$ cat src/rtl/adc_spi_pkg.sv
package adc_spi_pkg;

    typedef enum logic [2:0] {
        OP_RESET     = 3'd0,
        OP_START     = 3'd1,
        OP_STOP      = 3'd2,
        OP_OFFCAL    = 3'd3,
        OP_HALTSTRM  = 3'd4,
        OP_FETCH     = 3'd5,
        OP_REGRD     = 3'd6,
        OP_REGWR     = 3'd7
    } req_op_e;

    typedef enum logic [2:0] {
        S_IDLE,
        S_SHIFT,
        S_DECODE,
        S_SETTLE,
        S_DONE
    } eng_state_e;

    localparam logic [7:0] COUNT_BYTE = 8'h00;

    function automatic logic is_reg_access(req_op_e op);
        return (op == OP_REGRD) || (op == OP_REGWR);
    endfunction

    function automatic logic [7:0] lead_byte(req_op_e op, logic [4:0] addr);
        logic [7:0] b;
        unique case (op)
            OP_RESET:    b = 8'h06;
            OP_START:    b = 8'h08;
            OP_STOP:     b = 8'h0A;
            OP_OFFCAL:   b = 8'h1A;
            OP_HALTSTRM: b = 8'h11;
            OP_FETCH:    b = 8'h12;
            OP_REGRD:    b = {3'b001, addr};
            OP_REGWR:    b = {3'b010, addr};
            default:     b = 8'h00;
        endcase
        return b;
    endfunction

endpackage

$ cat src/rtl/spi_mode1_shifter.sv
module spi_mode1_shifter #(
    parameter int HALF_DIV = 2
) (
    input  logic       clk,
    input  logic       rst_n,
    input  logic       start,
    input  logic [7:0] tx_byte,
    input  logic       miso,
    output logic       sclk,
    output logic       mosi,
    output logic [7:0] rx_byte,
    output logic       byte_done
);
    localparam int DW = $clog2(HALF_DIV) + 1;
    localparam logic [DW-1:0] DIV_LAST = DW'(HALF_DIV - 1);

    logic          active;
    logic [DW-1:0] div_cnt;
    logic [3:0]    phase;
    logic          sclk_q;
    logic          mosi_q;
    logic          done_q;
    logic [7:0]    tx_sh;
    logic [7:0]    rx_sh;

    always_ff @(posedge clk or negedge rst_n) begin
        if (!rst_n) begin
            active  <= 1'b0;
            div_cnt <= '0;
            phase   <= '0;
            sclk_q  <= 1'b0;
            mosi_q  <= 1'b0;
            done_q  <= 1'b0;
            tx_sh   <= '0;
            rx_sh   <= '0;
        end else begin
            done_q <= 1'b0;
            if (start) begin
                active  <= 1'b1;
                div_cnt <= '0;
                phase   <= '0;
                sclk_q  <= 1'b0;
                tx_sh   <= tx_byte;
            end else if (active) begin
                if (div_cnt == DIV_LAST) begin
                    div_cnt <= '0;
                    sclk_q  <= ~sclk_q;
                    phase   <= phase + 4'd1;
                    if (!sclk_q) begin
                        // rising edge: launch next bit, MSB first
                        mosi_q <= tx_sh[7];
                        tx_sh  <= {tx_sh[6:0], 1'b0};
                    end else begin
                        // falling edge: capture input bit
                        rx_sh <= {rx_sh[6:0], miso};
                        if (phase == 4'd15) begin
                            active <= 1'b0;
                            done_q <= 1'b1;
                        end
                    end
                end else begin
                    div_cnt <= div_cnt + DW'(1);
                end
            end
        end
    end

    assign sclk      = sclk_q;
    assign mosi      = mosi_q;
    assign rx_byte   = rx_sh;
    assign byte_done = done_q;

    AST_SCLK_QUIET_IDLE: assert property (@(posedge clk) disable iff (!rst_n)
        (!active && !start) |=> $stable(sclk_q));

    AST_MOSI_HOLD_HIGH: assert property (@(posedge clk) disable iff (!rst_n)
        (sclk_q && $past(sclk_q)) |-> $stable(mosi_q));

endmodule

$ cat src/rtl/gap_counter.sv
module gap_counter #(
    parameter int W = 8
) (
    input  logic         clk,
    input  logic         rst_n,
    input  logic         start,
    input  logic [W-1:0] len,
    output logic         expire
);
    logic         running;
    logic [W-1:0] cnt;

    always_ff @(posedge clk or negedge rst_n) begin
        if (!rst_n) begin
            running <= 1'b0;
            cnt     <= '0;
        end else if (start) begin
            running <= 1'b1;
            cnt     <= len - W'(1);
        end else if (running) begin
            if (cnt == '0) running <= 1'b0;
            else           cnt     <= cnt - W'(1);
        end
    end

    assign expire = running && (cnt == '0);

    AST_LEN_NONZERO: assert property (@(posedge clk) disable iff (!rst_n)
        start |-> (len != '0));

    AST_NO_RESTART: assert property (@(posedge clk) disable iff (!rst_n)
        (running && !expire) |-> !start);

endmodule

$ cat src/rtl/adc_spi_cmd_engine.sv
module adc_spi_cmd_engine
    import adc_spi_pkg::*;
#(
    parameter int HALF_DIV       = 2,
    parameter int ADC_CLK_RATIO  = 4,
    parameter int DECODE_ADC_CYC = 4,
    parameter int RESET_ADC_CYC  = 18
) (
    input  logic       clk,
    input  logic       rst_n,
    input  logic       req_valid,
    input  logic [2:0] req_op,
    input  logic [4:0] req_addr,
    input  logic [7:0] req_wdata,
    output logic       busy,
    output logic       done,
    output logic [7:0] rd_data,
    output logic       spi_sclk,
    output logic       spi_cs_n,
    output logic       spi_mosi,
    input  logic       spi_miso
);
    localparam int DECODE_SYS = DECODE_ADC_CYC * ADC_CLK_RATIO;
    localparam int RESET_SYS  = RESET_ADC_CYC * ADC_CLK_RATIO;
    localparam int GAP_MAX    = (DECODE_SYS > RESET_SYS) ? DECODE_SYS : RESET_SYS;
    localparam int GW         = $clog2(GAP_MAX + 1);

    eng_state_e state, next_state;
    req_op_e    op_q;
    logic [4:0] addr_q;
    logic [7:0] wdata_q;
    logic [7:0] rd_q;
    logic [1:0] byte_idx;

    logic          sh_start;
    logic [7:0]    sh_byte;
    logic [7:0]    sh_rx;
    logic          sh_done;
    logic          gap_start;
    logic [GW-1:0] gap_len;
    logic          gap_expire;

    spi_mode1_shifter #(.HALF_DIV(HALF_DIV)) u_shifter (
        .clk       (clk),
        .rst_n     (rst_n),
        .start     (sh_start),
        .tx_byte   (sh_byte),
        .miso      (spi_miso),
        .sclk      (spi_sclk),
        .mosi      (spi_mosi),
        .rx_byte   (sh_rx),
        .byte_done (sh_done)
    );

    gap_counter #(.W(GW)) u_gap (
        .clk    (clk),
        .rst_n  (rst_n),
        .start  (gap_start),
        .len    (gap_len),
        .expire (gap_expire)
    );

    // state register
    always_ff @(posedge clk or negedge rst_n) begin
        if (!rst_n) state <= S_IDLE;
        else        state <= next_state;
    end

    // transitions and per-cycle control strobes
    always_comb begin
        next_state = state;
        sh_start   = 1'b0;
        sh_byte    = COUNT_BYTE;
        gap_start  = 1'b0;
        gap_len    = GW'(DECODE_SYS);
        unique case (state)
            S_IDLE: begin
                if (req_valid) begin
                    sh_start   = 1'b1;
                    sh_byte    = lead_byte(req_op_e'(req_op), req_addr);
                    next_state = S_SHIFT;
                end
            end
            S_SHIFT: begin
                if (sh_done) begin
                    if (!is_reg_access(op_q)) begin
                        if (op_q == OP_RESET) begin
                            gap_start  = 1'b1;
                            gap_len    = GW'(RESET_SYS);
                            next_state = S_SETTLE;
                        end else begin
                            next_state = S_DONE;
                        end
                    end else if (byte_idx == 2'd0) begin
                        sh_start = 1'b1;
                        sh_byte  = COUNT_BYTE;
                    end else if (byte_idx == 2'd1) begin
                        gap_start  = 1'b1;
                        next_state = S_DECODE;
                    end else begin
                        next_state = S_DONE;
                    end
                end
            end
            S_DECODE: begin
                if (gap_expire) begin
                    sh_start   = 1'b1;
                    sh_byte    = (op_q == OP_REGWR) ? wdata_q : COUNT_BYTE;
                    next_state = S_SHIFT;
                end
            end
            S_SETTLE: begin
                if (gap_expire) next_state = S_DONE;
            end
            S_DONE: next_state = S_IDLE;
            default: next_state = S_IDLE;
        endcase
    end

    // request capture and read data
    always_ff @(posedge clk or negedge rst_n) begin
        if (!rst_n) begin
            op_q     <= OP_RESET;
            addr_q   <= '0;
            wdata_q  <= '0;
            rd_q     <= '0;
            byte_idx <= '0;
        end else begin
            if (state == S_IDLE && req_valid) begin
                op_q     <= req_op_e'(req_op);
                addr_q   <= req_addr;
                wdata_q  <= req_wdata;
                byte_idx <= '0;
            end else if (sh_start) begin
                byte_idx <= byte_idx + 2'd1;
            end
            if (state == S_SHIFT && sh_done && byte_idx == 2'd2 && op_q == OP_REGRD)
                rd_q <= sh_rx;
        end
    end

    // outputs
    always_comb begin
        busy     = (state != S_IDLE);
        done     = (state == S_DONE);
        spi_cs_n = !((state == S_SHIFT) || (state == S_DECODE));
        rd_data  = rd_q;
    end

    AST_SCLK_NEEDS_CS: assert property (@(posedge clk) disable iff (!rst_n)
        spi_sclk |-> !spi_cs_n);

    AST_GAP_CLOCK_QUIET: assert property (@(posedge clk) disable iff (!rst_n)
        (state == S_DECODE) |-> (!spi_sclk && !spi_cs_n));

    AST_SETTLE_RELEASED: assert property (@(posedge clk) disable iff (!rst_n)
        (state == S_SETTLE) |-> (spi_cs_n && !spi_sclk));

    AST_DONE_PULSE: assert property (@(posedge clk) disable iff (!rst_n)
        done |=> (!done && !busy));

    AST_IGNORE_BUSY_REQ: assert property (@(posedge clk) disable iff (!rst_n)
        (busy && req_valid) |=> ($stable(op_q) && $stable(addr_q) && $stable(wdata_q)));

    AST_RDATA_HOLD: assert property (@(posedge clk) disable iff (!rst_n)
        (state == S_IDLE) |=> $stable(rd_q));

endmodule

$ cat config.mk
export PLATFORM = sky130hd
export DESIGN_NAME = adc_spi_cmd_engine
export DESIGN_NICKNAME = d
export VERILOG_FILES = /design/src/rtl/adc_spi_pkg.sv /design/src/rtl/spi_mode1_shifter.sv /design/src/rtl/gap_counter.sv /design/src/rtl/adc_spi_cmd_engine.sv
export SDC_FILE = /design/constraint.sdc
export NUM_CORES = 1
export LEC_CHECK = 0
export BUFFER_PORTS_ARGS = -buffer_cell sky130_fd_sc_hd__buf_4
export CAP_MARGIN = 15
export CORE_UTILIZATION = 55
export DETAILED_ROUTE_END_ITERATION = 8
export PLACE_DENSITY_LB_ADDON = 0.2
export SLEW_MARGIN = 20
export SYNTH_ARGS = -nofsm -noshare
export SYNTH_HDL_FRONTEND = slang
export SYNTH_SLANG_ARGS = --single-unit
export TNS_END_PERCENT = 50
$ cat constraint.sdc
create_clock -name clk -period 5.4 [get_ports clk]
set_clock_uncertainty 0.15 [all_clocks]
set_input_delay 0.54 -clock clk [delete_from_list [all_inputs] [get_ports clk]]
set_output_delay 0.54 -clock clk [all_outputs]
set_load 0.03 [all_outputs]
==> key figures, run 1 <==
Outcome
  – Outcome: finished clean

Synth
  – Ys flop type: dfrtp_1
  – Syn Nets: a little over 300
  – Post-synth EDFFs: 0
  – Async S/R FF share, synth: 100.0%
  – Seq/Total Area, Yosys: between 40% and 50%
  – Synth warnings: 0
  – Yosys reg bits: between 50 and 60
  – Distinct cells, synth: 57
  – Cell Area, Synth: a little under 3000 sq um
  – Syn Inst Count: 283
  – Post-Syn Area per Cell: between 10 and 15 sq um

Floorplanning
  – Die ar.: approximately 5700 sq um
  – Rows: 26
  – CORE AREA: just over 5000 sq um
  – Initial core utilization: around 57%
  – Overall die width: approximately 75 microns
  – Die height: 75.21 microns
  – Ports: 33

GRT
  – First-pass GRT wire length: a little under 10000 microns
  – GRT Residual Overflow: 0
  – Gr usage total: roughly a quarter
  – Vias in the first global route: 2100
  – Pin count of the biggest net entering global routing: approximately 60
  – Initial antenna violation count: 0

Clock tree
  – Clk root buf: clkbuf_8
  – Worst-Skew Late Latency: about 0.34 ns
  – CTS tree: done
  – Reg clk slew, reported paths: roughly 0.070 ns
  – Post-CTS resize count: 0
  – Cts hold-fix bufs: 0
  – H-tree levels: 3
  – Total CTS buffers: 9
  – Bufs on Longest Clock Path: 2
  – Postcts setup bufs: 0
  – Sink Count: 58

Worst setup path
  – CP dominant cell by count: nor3_1
  – Crit path kind: register to register
  – Reg2Reg Capture Point: u_gap.cnt[6]$_DFFE_PN0P_
  – Worst reg2reg startpoint: op_q[1]$_DFFE_PN0P_
  – Worst-path fanout max: 11
  – Flop2flop setup slack: ~2.3 ns
  – CP max-delay cell: nor3_1
  – CP arrival: between 3 and 4 ns
  – Crit-path max cell delay: 0.62 ns
  – CP endpoint kind: register
  – R2R depth: 8
  – Crit-path cells: nor3_1, o21ai_1, nand2_1, ha_1, or4b_2, nor3_1, a32oi_1, o21ai_0
  – Worst EP required: between 5 and 6 ns
  – CP startpoint kind: register

Power
  – Peak VDD IR: roughly 0.25 mV
  – Total Power: ~1.7 mW
  – LEAKAGE: ~1.5 nW
  – Pwr Density: 514.3 nW/um^2

Timing
  – Final Hold Violating Endpoints: 0
  – Final setup TNS: 0 ns
  – Final Cycle Share: around 58%
  – Slew Limit Fails: 0
  – Setup violators final: 0
  – Tmin final: 3.122 ns
  – Slew @ Worst Pin: between 0.7 and 0.8 ns
  – Maximum operating frequency: 320.3 MHz
  – Rel. slew slack: 51.95%
  – RSZ-0062 raised after global routing: false

Routing
  – DRC violations left: 0
  – Drt first pass iters: 4
  – First DRT Iteration DRCs: slightly above 100
  – Vias per Instance: 5.793
  – Wire per inst: approximately 15 microns
  – Final wirelength: between 5000 and 6000 microns
  – Vias: ~2200
  – Post-DRT Antenna Nets: 0

Run
  – Max_cap viols: 0

Finish
  – FF+latch area: ~1500 sq um
  – Area Overhead vs Synth: 14.69%
  – Finished Layout Cells: just under 400
  – Area taken by multi-input logic gates: roughly 1400 sq um
  – Layout cells sized above 1: between 20% and 30%
  – Fill count: 448
  – Ant diodes: 0
  – Nets: 337

Worst hold path
  – Hold Crit Class: input pin to async pin

Placed design
  – Final GP Congestion: ~0.85
  – Port bufs: 32
  – Placed cell count: 370
  – Post-DP HPWL: 3878 microns
## cell usage after synthesis, types with 2 or more instances
| library cell | instances | area [sq um] |
|---|---|---|
| dfrtp_1 | 58 | 1451 |
| nand2_1 | 48 | 180.2 |
| mux2_2 | 16 | 180.2 |
| clkbuf_1 | 11 | 41.29 |
| nand3_1 | 11 | 55.05 |
| a21oi_1 | 10 | 50.05 |
| inv_1 | 9 | 33.78 |
| nor2_1 | 9 | 33.78 |
| o21ai_0 | 9 | 45.04 |
| ha_1 | 6 | 75.07 |
| xor2_1 | 6 | 52.55 |
| nor3_1 | 5 | 25.02 |
| o311ai_0 | 5 | 43.79 |
| or3_1 | 5 | 31.28 |
| a2bb2oi_1 | 4 | 35.03 |
| a31oi_1 | 4 | 25.02 |
| mux2i_1 | 4 | 40.04 |
| a32oi_1 | 3 | 26.28 |
| buf_6 | 3 | 33.78 |
| nand2b_1 | 3 | 18.77 |
| o22ai_1 | 3 | 18.77 |
| xnor2_1 | 3 | 26.28 |
| a21boi_0 | 2 | 15.01 |
| a22oi_1 | 2 | 15.01 |
| and3b_1 | 2 | 17.52 |
| and4_1 | 2 | 17.52 |
| buf_1 | 2 | 7.510 |
| nand3b_1 | 2 | 15.01 |
| nand4b_1 | 2 | 17.52 |
| nor2b_1 | 2 | 12.51 |
| nor3_4 | 2 | 32.53 |
| o21ai_1 | 2 | 10.01 |
| o221ai_1 | 2 | 17.52 |
| or4_1 | 2 | 15.01 |
| or4b_2 | 2 | 20.02 |
## critical path, delay by kind of cell, from the launching register on
family | cells | cell delay, ns
simple gates | 4 | 1.55
flops | 1 | 0.47
compound gates | 3 | 0.63
fa+ha+maj | 1 | 0.23
## kinds of logic (layout without fill, tap and decap cells)
| kind of cell | count (synthesis) | in the layout | share of synthesized area, % |
|---|---|---|---|
| multiplexers | 21 | 21 | 7.852 |
| adder cells (fa/ha/maj) | 6 | 6 | 2.547 |
| XOR/XNOR | 9 | 9 | 2.674 |
| flip-flops | 58 | 58 | 49.24 |
| AND/OR/NAND/NOR | 110 | 110 | 21.22 |
| AO/OA/AOI/OAI | 54 | 54 | 12.52 |
| buffers and inverters | 25 | 58 | 3.947 |
## area by class of cell
cell class                      count  share of cell area, %
Timing Repair Buffer               33                  7.328
Inverter                            9                 0.9993
Clock buffer                       10                  4.071
Clock inverter                      6                  1.258
Tap cell                           70                  2.591
Multi-Input combinational cell    200                  40.82
Sequential cell                    58                  42.93
## metal layers
layer  GRT usage, %  wire length, microns  share of wire, %  vias up
met3          7.095                   234               4.0       10
met2          37.44                  2742                47       57
li1               -                     -                 -     1081
met1          31.72                  2734                47     1088
met4          10.91                   107               1.8        0
met5              0                     0                 0        -
## per-stage QoR
| step | setup slack [ns] | util (%) | instance area, sq um | hold WS (ns) |
|---|---|---|---|---|
| after CTS | 2.075 | 65.77 | 3381 | 0.1246 |
| final | 2.278 | 65.77 | 3381 | 0.09663 |
| after global placement | 2.290 | 62.27 | 3201 | 0.3104 |
| after global routing | 1.977 | 65.77 | 3381 | 0.1644 |
| after detailed placement | 2.094 | 62.27 | 3201 | 0.3140 |
| after floorplan | 2.612 | - | 2948 | 0.09441 |
## worst max-delay path by stage
stage                              startpoint  slack [ns]                  endpoint  cells past startpoint
final                     op_q[1]$_DFFE_PN0P_        2.28  u_gap.cnt[6]$_DFFE_PN0P_                      8
after global routing      op_q[1]$_DFFE_PN0P_        1.98  u_gap.cnt[6]$_DFFE_PN0P_                      8
after CTS                 op_q[1]$_DFFE_PN0P_        2.07  u_gap.cnt[6]$_DFFE_PN0P_                      8
after detailed placement  op_q[1]$_DFFE_PN0P_        2.09  u_gap.cnt[6]$_DFFE_PN0P_                      8
after global placement    op_q[1]$_DFFE_PN0P_        2.29  u_gap.cnt[6]$_DFFE_PN0P_                      8
after floorplan           op_q[1]$_DFFE_PN0P_        2.61  u_gap.cnt[6]$_DFFE_PN0P_                     10
## state kept, by name, indices dropped and copies added (netlist names)
register,cells
rd_data,8
byte_idx,2
u_shifter.tx_sh,8
u_shifter.byte_done,1
u_gap.cnt,7
u_shifter.sclk,1
wdata_q,8
u_shifter.phase,4
u_shifter.div_cnt,2
op_q,3
u_shifter.active,1
u_shifter.rx_byte,8
u_shifter.mosi,1
u_gap.running,1
state,3
## cell usage in the layout, fill, tap and decap left out, types with 3 or more instances in the layout
| cell type | synthesis | layout |
|---|---|---|
| mux2i_1 | 4 | 4 |
| nand3_1 | 11 | 11 |
| nand2_1 | 48 | 48 |
| inv_1 | 9 | 9 |
| or3_1 | 5 | 5 |
| o311ai_0 | 5 | 5 |
| a32oi_1 | 3 | 3 |
| buf_4 | 0 | 33 |
| mux2_2 | 16 | 16 |
| o22ai_1 | 3 | 3 |
| dfrtp_1 | 58 | 58 |
| nand2b_1 | 3 | 3 |
| a2bb2oi_1 | 4 | 4 |
| xnor2_1 | 3 | 3 |
| xor2_1 | 6 | 6 |
| a31oi_1 | 4 | 4 |
| clkbuf_8 | 0 | 10 |
| nor2_1 | 9 | 9 |
| o21ai_0 | 9 | 8 |
| a21oi_1 | 10 | 10 |
| o21ai_1 | 2 | 3 |
| ha_1 | 6 | 6 |
| nor3_1 | 5 | 5 |
## report_power, final
| part | internal [mW] | total [mW] | switching (mW) |
|---|---|---|---|
| clock | 0.178 | 0.358 | 0.180 |
| combinational | 0.281 | 0.606 | 0.324 |
| sequential | 0.605 | 0.775 | 0.170 |
| total | 1.06 | 1.74 | 0.675 |
No activity file was read; power rests on OpenSTA's default activity.
==> run 2: changes to the inputs <==
==> constraint.sdc (replaced) <==
create_clock -name clk -period 3.14 [get_ports clk]
set_clock_uncertainty 0.15 [all_clocks]
set_input_delay 0.314 -clock clk [delete_from_list [all_inputs] [get_ports clk]]
set_output_delay 0.314 -clock clk [all_outputs]
set_load 0.03 [all_outputs]
==> key figures, run 2 (synthesized netlist as in run 1, its figures left out) <==
Timing
  – Tmin final: between 2 and 3 ns
  – Maximum operating frequency: between 300 and 400 MHz
  – Final setup margin: slightly below 0.4 ns
  – Final setup TNS: 0 ns
  – Setup violators final: 0
  – RSZ-0062 raised after global routing: false
  – Final Cycle Share: between 80 and 90%
  – Slew @ Worst Pin: between 0.7 and 0.8 ns
  – Slew Limit Fails: 0
  – Rel. slew slack: approximately 53%
  – Final Hold Violating Endpoints: 0

Floorplanning
  – Rows: 26
  – Overall die width: approximately 75 microns
  – CORE AREA: between 5000 and 6000 sq um
  – Ports: 33
  – Die ar.: around 5700 sq um
  – Die height: 75.21 microns
  – Initial core utilization: a little under three fifths

GRT
  – Pin count of the biggest net entering global routing: 59
  – GRT Residual Overflow: 0
  – Initial antenna violation count: 0
  – Vias in the first global route: just over 2000
  – First-pass GRT wire length: approximately 9200 microns
  – Gr usage total: between 20% and 30%

Routing
  – Vias: ~2200
  – WL met2: roughly 2600 microns
  – First DRT Iteration DRCs: roughly 120
  – Final wirelength: about 5700 microns
  – Wire per inst: about 15 microns
  – Drt first pass iters: 4
  – DRC violations left: 0
  – Post-DRT Antenna Nets: 0
  – Met3 wire length: about 200 microns
  – Met1 WL: ~2800 microns
  – Top layer in use: met4
  – Vias per Instance: between 5 and 6

Worst setup path
  – Crit path kind: register to register
  – CP max-delay cell: or4b_2
  – Crit-path cells: and4bb_2, o21ai_0, nand2_1, ha_1, or4b_2, nor3_1, a32oi_1, o21ai_0
  – CP dominant cell by count: o21ai_0
  – Worst-path fanout max: 14
  – Worst EP required: ~3.3 ns
  – CP endpoint kind: register
  – Crit-path max cell delay: between 0.6 and 0.7 ns
  – CP startpoint kind: register
  – CP arrival: approximately 2.9 ns

Clock tree
  – Cts hold-fix bufs: 5
  – H-tree levels: 3
  – Worst-Skew Late Latency: between 0.3 and 0.4 ns
  – Post-CTS resize count: 0
  – Clk root buf: clkbuf_8
  – Postcts setup bufs: 0
  – Bufs on Longest Clock Path: 2
  – CTS tree: done
  – Reg clk slew, reported paths: 0.07 ns
  – Sink Count: 58
  – Total CTS buffers: 9

Placed design
  – Dpl cell area: 3223 sq um
  – Post-Place Worst Slack: ~0.38 ns
  – Port bufs: 32
  – Final GP Congestion: roughly 0.77
  – Post-DP HPWL: between 3000 and 4000 microns
  – Placed cell count: between 300 and 400

Finish
  – Finished Layout Cells: a little under 400
  – Layout cells sized above 1: around 24%
  – Most common cell after layout, fill and taps aside: dfrtp_1
  – Utilization after layout: between 60% and 70%
  – Finished Cell Area: roughly 3500 sq um
  – Nets: 345
  – Ant diodes: 0
  – Commonest cells after routing, fill and taps aside: 58 x dfrtp_1, 48 x nand2_1, 36 x buf_4
  – Area Overhead vs Synth: 18.42%

Power
  – Pwr Density: 901.8 nW/um^2
  – LEAKAGE: around 1.6 nW
  – Peak VDD IR: around 0.58 mV

Outcome
  – Outcome: finished clean

Run
  – Max_cap viols: 0

Worst hold path
  – Hold Crit Class: input pin to register
## run 2: final timing paths
| check | from | to | slack, ns | cells after the start |
|---|---|---|---|---|
| max | state[0]$_DFFE_PN0P_ | u_gap.cnt[6]$_DFFE_PN0P_ | 0.39 | 8 |
| min | req_wdata[1] | wdata_q[1]$_DFFE_PN0P_ | 0.01 | 3 |
| max reg2reg | state[0]$_DFFE_PN0P_ | u_gap.cnt[6]$_DFFE_PN0P_ | 0.39 | 8 |
| min reg2reg | wdata_q[7]$_DFFE_PN0P_ | wdata_q[7]$_DFFE_PN0P_ | 0.33 | 2 |
| max in group asynchronous | rst_n | u_gap.cnt[0]$_DFFE_PN0P_ | 1.96 | 2 |
| min in group asynchronous | rst_n | u_gap.cnt[3]$_DFFE_PN0P_ | 0.42 | 2 |
## run 2: per-layer routing
layer | up-vias | global-route usage [%]
met2 | 60 | 34.33
met3 | 11 | 4.418
met1 | 1034 | 30.26
met4 | 0 | 10.70
li1 | 1093 | -
met5 | - | 0
## run 2: area by class of cell
| cell class | instances | area [sq um] |
|---|---|---|
| clock buffers | 9 | 123.9 |
| clock inverters | 7 | 93.84 |
| fillers | 427 | 1649 |
| inverters | 9 | 33.78 |
| multi-input cells | 200 | 1380 |
| flip-flops and latches | 58 | 1451 |
| well taps | 70 | 87.58 |
| repair buffers | 41 | 320.3 |
## run 2: stage by stage
stage                     total power, mW  hold slack [ns]
final                               3.148          0.01035
after global placement              2.343           0.2676
after global routing                3.346          0.03274
after detailed placement            2.383           0.2646
after floorplan                     2.119          -0.1316
after CTS                           3.155         0.002839
## run 2: report_power, final
| group | leakage [nW] | internal, mW | switching (mW) |
|---|---|---|---|
| clock | 0.105 | 0.444 | 0.314 |
| combinational | 0.754 | 0.499 | 0.559 |
| sequential | 0.730 | 1.04 | 0.291 |
## run 2: worst max-delay path: cells and delay by family (launching register included)
kind	cells	cell delay, ns
AO/OA/AOI/OAI	3	0.42
flip-flops	1	0.59
AND/OR/NAND/NOR	4	1.26
adder cells (fa/ha/maj)	1	0.25
